**config.mk**
```make
export PLATFORM = sky130hd
export DESIGN_NAME = dsm_audio
export DESIGN_NICKNAME = d
export VERILOG_FILES = /design/src/rtl/dsm_audio.sv
export SDC_FILE = /design/constraint.sdc
export NUM_CORES = 1
export LEC_CHECK = 0
export ABC_AREA = 1
export BUFFER_PORTS_ARGS = -buffer_cell sky130_fd_sc_hd__buf_2
export CAP_MARGIN = 10
export CORE_MARGIN = 5
export CORE_UTILIZATION = 35
export DETAILED_ROUTE_END_ITERATION = 7
export GPL_TIMING_DRIVEN = 0
export PLACE_DENSITY = 0.6
export SYNTH_ARGS = -nofsm -noshare
export SYNTH_HDL_FRONTEND = slang
export SYNTH_SLANG_ARGS = --single-unit
```
**constraint.sdc**
```tcl
create_clock -name clk -period 58.1 [get_ports clk]
set_input_delay 11.62 -clock clk [delete_from_list [all_inputs] [get_ports clk]]
set_output_delay 11.62 -clock clk [all_outputs]
set_load 0.1 [all_outputs]
```
**src/rtl/dsm_audio.sv**
```systemverilog
module dsm_audio #(
  parameter int DW   = 16,
  parameter int CW   = 16,
  parameter int IW   = 20,
  parameter int FRAC = 8
) (
  input  logic          clk,
  input  logic          rst_n,
  input  logic          tick_en,
  input  logic [DW-1:0] smp_data,
  input  logic          smp_stb,
  input  logic [CW-1:0] term_cnt,
  input  logic          rate_sel,
  input  logic [1:0]    mode_sel,
  output logic          pwm_out
);

  localparam int SW   = DW + FRAC + 1;
  localparam int IPW  = SW + 1;
  localparam int EW   = IW + 2;
  localparam int FSI  = 1 << (DW - 1);
  localparam int SATI = (1 << (IW - 1)) - 1;

  localparam logic signed [EW-1:0]  FS_P   = EW'(FSI);
  localparam logic signed [EW-1:0]  SAT_HI = EW'(SATI);
  localparam logic signed [EW-1:0]  SAT_LO = -SAT_HI - EW'(1);
  localparam logic signed [IPW-1:0] SMP_HI = IPW'(FSI - 1);
  localparam logic signed [IPW-1:0] SMP_LO = -SMP_HI - IPW'(1);

  logic [2:0]              slot_q;
  logic [CW-1:0]           per_q;
  logic signed [DW-1:0]    pend_q, cur_q;
  logic signed [SW-1:0]    step_q;
  logic signed [IPW-1:0]   interp_q;
  logic signed [IW-1:0]    i1_q, i2_q;
  logic                    bit_q;

  logic [2:0]              last;
  logic                    upd, wrap;
  logic [CW:0]             n_upd, n_safe;
  logic signed [DW:0]      diff;
  logic signed [SW-1:0]    scaled, den, step_n;
  logic signed [IPW-1:0]   ipart;
  logic signed [DW-1:0]    interp_x, x_in;
  logic signed [EW-1:0]    x_ext, fb;
  logic signed [IW-1:0]    i1_n, i2_n;

  function automatic logic signed [EW-1:0] ext(input logic signed [IW-1:0] v);
    return $signed({{2{v[IW-1]}}, v});
  endfunction

  function automatic logic signed [IW-1:0] sat(input logic signed [EW-1:0] v);
    if (v > SAT_HI) return SAT_HI[IW-1:0];
    if (v < SAT_LO) return SAT_LO[IW-1:0];
    return v[IW-1:0];
  endfunction

  assign last = rate_sel ? 3'd7 : 3'd3;
  assign upd  = tick_en && (slot_q == last);
  assign wrap = tick_en && (per_q >= term_cnt);

  assign n_upd  = ({1'b0, term_cnt} + (CW+1)'(1)) >> (rate_sel ? 3 : 2);
  assign n_safe = (n_upd == '0) ? (CW+1)'(1) : n_upd;
  assign diff   = $signed({pend_q[DW-1], pend_q}) - $signed({cur_q[DW-1], cur_q});
  assign scaled = $signed({diff, {FRAC{1'b0}}});
  assign den    = $signed({{(SW-CW-1){1'b0}}, n_safe});
  assign step_n = scaled / den;

  assign ipart    = interp_q >>> FRAC;
  assign interp_x = (ipart > SMP_HI) ? SMP_HI[DW-1:0] :
                    (ipart < SMP_LO) ? SMP_LO[DW-1:0] : ipart[DW-1:0];
  assign x_in  = mode_sel[1] ? cur_q : interp_x;
  assign x_ext = $signed({{(EW-DW){x_in[DW-1]}}, x_in});
  assign fb    = bit_q ? FS_P : -FS_P;
  assign i1_n  = sat(ext(i1_q) + x_ext - fb);
  assign i2_n  = sat(ext(i2_q) + ext(i1_n) - fb);

  always_ff @(posedge clk or negedge rst_n) begin
    if (!rst_n) begin
      slot_q   <= '0;
      per_q    <= '0;
      pend_q   <= '0;
      cur_q    <= '0;
      step_q   <= '0;
      interp_q <= '0;
      i1_q     <= '0;
      i2_q     <= '0;
      bit_q    <= 1'b0;
    end else begin
      if (smp_stb) pend_q <= smp_data;
      if (tick_en) begin
        per_q  <= wrap ? '0 : per_q + 1'b1;
        slot_q <= upd ? 3'd0 : slot_q + 3'd1;
      end
      if (wrap) begin
        cur_q    <= pend_q;
        step_q   <= step_n;
        interp_q <= $signed({{2{cur_q[DW-1]}}, cur_q, {FRAC{1'b0}}});
      end else if (upd) begin
        interp_q <= interp_q + $signed({step_q[SW-1], step_q});
      end
      if (upd) begin
        i1_q  <= i1_n;
        i2_q  <= i2_n;
        bit_q <= !i2_n[IW-1];
      end
    end
  end

  assign pwm_out = mode_sel[0] ? (bit_q ? (slot_q != last) : (slot_q == 3'd0)) : bit_q;

endmodule


```
==> run_results.csv <==
group,metric,value,unit
synth,ys.flop_type,"dfrtp_1",
clocking,clock_latency,0.44,ns
placement,gp_congestion,0.907,
clocking,path_clk_slew,0.06,ns
floorplanning,ios,40,
grt,grt_pass1_vias,29600,
final_layout,syn_to_final_growth,41.1,%
critical_path,critPathMaxStageDelay,0.38,ns
routing,drtIter0Drc,2154,
routing,num_vias,31300,
floorplanning,start_util,35.3,%
critical_path,worstPathMaxFanout,10,
final_layout,regArea,0.00358,mm^2
routing,wl_per_cell,16.1,um
grt,grt_max_degree,83,
synth,yosys.cell_types.count,72,
clocking,cts_hold_buffers,0,
placement,pre_cts_ws,-12.68,ns
synth,yosysWarnings,0,
sta,finalSetupTns,-115.18,ns
floorplanning,core,0.0773,mm^2
routing,drc,0,
sta,slew-limit-headroom,32.7,%
routing,ant_nets,0,
outcome,violations,"negative setup slack",
final_layout,drive_gt1_share,30.2,%
critical_path,crit_type,"primary input to flop",
final_layout,multiInputGateArea,0.0237,mm^2
routing,drt_first_pass_iters,6,
sta,max_freq,15.8,MHz
floorplanning,die_x,289,um
critical_path,cp.required,58.40,ns
routing,drt_wl_total,98400,um
final_layout,diodes,0,
clocking,cts_tree,"yes",
sta,clock_skew,0.0184,ns
floorplanning,die_y,289,um
synth,syn_nets,4731,
clocking,h-tree-depth,4,
sta,worst_slew_pin_slew,1.01,ns
grt,grt-ovfl-total,0,
sta,rsz0062_at_grt,"true",
synth,postSynthAreaPerCell,6.37,um^2
sta,setup_slack,-5.15,ns
critical_path,cp-end-kind,"flop",
final_layout,num-nets-final,5513,
floorplanning,fp.dieArea,0.0836,mm^2
grt,antenna_found_initial,1,
critical_path,crit_path_start_kind,"primary input",
final_layout,final.fill_count,7336,
synth,synth_edf_count,0,
critical_path,slowest_stage,"ha_1",
grt,grt_pass1_wl,148000,um
sta,slew_violations,0,
clocking,cts_buffers,17,
hold_path,hp-class,"flop to flop",
critical_path,cpMostUsedCell,"buf_4",
grt,track_usage,21.5,%
floorplanning,rows,102,
placement,port_buffers,39,
critical_path,worst_ep_arrival_time,63.55,ns
synth,synth_cells,4282,
flow_run,cap_violations,0,
sta,hold_viol_final,0,
routing,vias_per_cell,5.12,
placement,hpwlAfterDp,62900,um
clocking,clock-sinks,143,
sta,min_period,63.25,ns
outcome,outcome,"finished with violations",
synth,synth_area,0.0273,mm^2
clocking,max-clock-path-buffers,2,
synth,synthArstFlopShare,100,%
sta,finalSetupViolations,25,
sta,period_share,109,%
synth,yosysSeqAreaShare,13.1,%
clocking,ctsRootBufferMaster,"clkbuf_16",
synth,ys_ff_latch,143,
==> state kept, by name (all words and copies together), names as in the netlist <==
| register | cells |
|---|---|
| cur_q | 16 |
| i1_q | 20 |
| pend_q | 16 |
| interp_q | 26 |
| slot_q | 3 |
| i2_q | 20 |
| per_q | 16 |
| bit_q | 1 |
| step_q | 25 |
==> area by class of cell <==
| cell class | instances | share of cell area, % |
|---|---|---|
| Multi-Input combinational cell | 3399 | 61.5 |
| Clock inverter | 13 | 0.582 |
| Tap cell | 1040 | 3.38 |
| Sequential cell | 143 | 9.29 |
| Clock buffer | 19 | 1.15 |
| Timing Repair Buffer | 759 | 15.3 |
| Inverter | 663 | 6.72 |
| Buffer | 81 | 2.07 |
==> cell families after synthesis <==
logic type | count (synthesis) | synth area share (%)
and+or+nand+nor | 1904 | 31.5
AOI/OAI and AO/OA | 818 | 16.9
buffers and inverters | 745 | 11.0
adders and majority gates | 410 | 19.1
xor gates and xnor gates | 261 | 8.38
DFF | 143 | 13.1
muxes | 1 | 0.0367
==> cell usage in the layout (no fill, tap or decap), drive strengths merged, types with 4 or more instances in the layout <==
cell type / instances
a31oi: 14
xor2: 155
a211oi: 7
o221ai: 15
nor3b: 5
o211ai: 14
a221oi: 5
o21ai: 362
bufbuf: 4
xnor2: 106
nor4: 10
nand3b: 12
fa: 11
a22oi: 16
inv: 658
buf: 792
nand4: 72
or2: 60
clkbuf: 63
o21bai: 33
clkinv: 10
dfrtp: 143
a21boi: 4
bufinv: 5
nand2: 1149
o31ai: 11
nand3: 248
nor3: 48
and2: 5
ha: 399
nor2: 293
a21oi: 293
a21o: 24
o21a: 6
==> metrics by stage <==
step	std cells	hold slack (ns)	util (%)	area [um^2]
CTS	6007	0.490	47.7	36900
detailed placement	5366	0.474	38.6	29800
global route	6117	0.511	49.8	38500
finish	6117	0.493	49.8	38500
floorplan	4282	0.453	-	28200
global placement	5361	0.473	38.4	29700
==> cell usage after synthesis, types with 22 or more instances <==
master    count  area share (%)
inv_1       620             8.5
nand2_1    1097              15
nand3_1     219             4.0
nand2_2      42            0.96
a21oi_1     288             5.3
o21ai_0     321             5.9
nand3_2      22            0.81
nor3_1       45            0.83
xnor2_1     106             3.4
ha_1        399              18
dfrtp_1     143              13
or2_2        57             1.3
o21ai_1      31            0.57
clkbuf_1     47            0.65
o21bai_1     32            0.88
a21o_1       24            0.66
xor2_1      155             5.0
nand4_1      68             1.6
inv_2        29            0.40
nor2_1      259             3.6
==> repair_timing <==
item,in CTS,in global routing
pin swaps,359,307
setup endpoints to repair,25,25
gates resized for setup,355,199
gates cloned,13,0
buffers inserted,598,115
==> worst paths after layout <==
path                             start      endpoint  slack (ns)  cells past startpoint
min                            i1_q[1]       i1_q[1]        0.49                      2
min reg2reg                    i1_q[1]       i1_q[1]        0.49                      2
max in group asynchronous        rst_n  interp_q[23]       46.08                      2
max                        term_cnt[1]    step_q[24]       -5.15                    402
max reg2reg                   cur_q[0]    step_q[24]        4.76                    399
min in group asynchronous        rst_n       i2_q[6]       11.22                      1
==> critical path: cells and delay by family <==
kind | cells | cell delay (ns)
AO/OA/AOI/OAI | 98 | 14.11
buffers and inverters | 132 | 14.40
XOR/XNOR | 6 | 0.94
AND/OR/NAND/NOR | 140 | 14.99
adder cells (fa/ha/maj) | 26 | 7.38
==> layer usage <==
layer  share of wire [%]  GRT usage [%]  wire length, um
met2                  47           37.3            46000
met5               0.011              0               11
met3                 4.7           1.94             4650
met1                  43           27.4            42200
met4                 5.6           9.39             5550
Power is not shown: default switching activity piles up to over one toggle a cycle in this logic, so the estimate is an artifact.
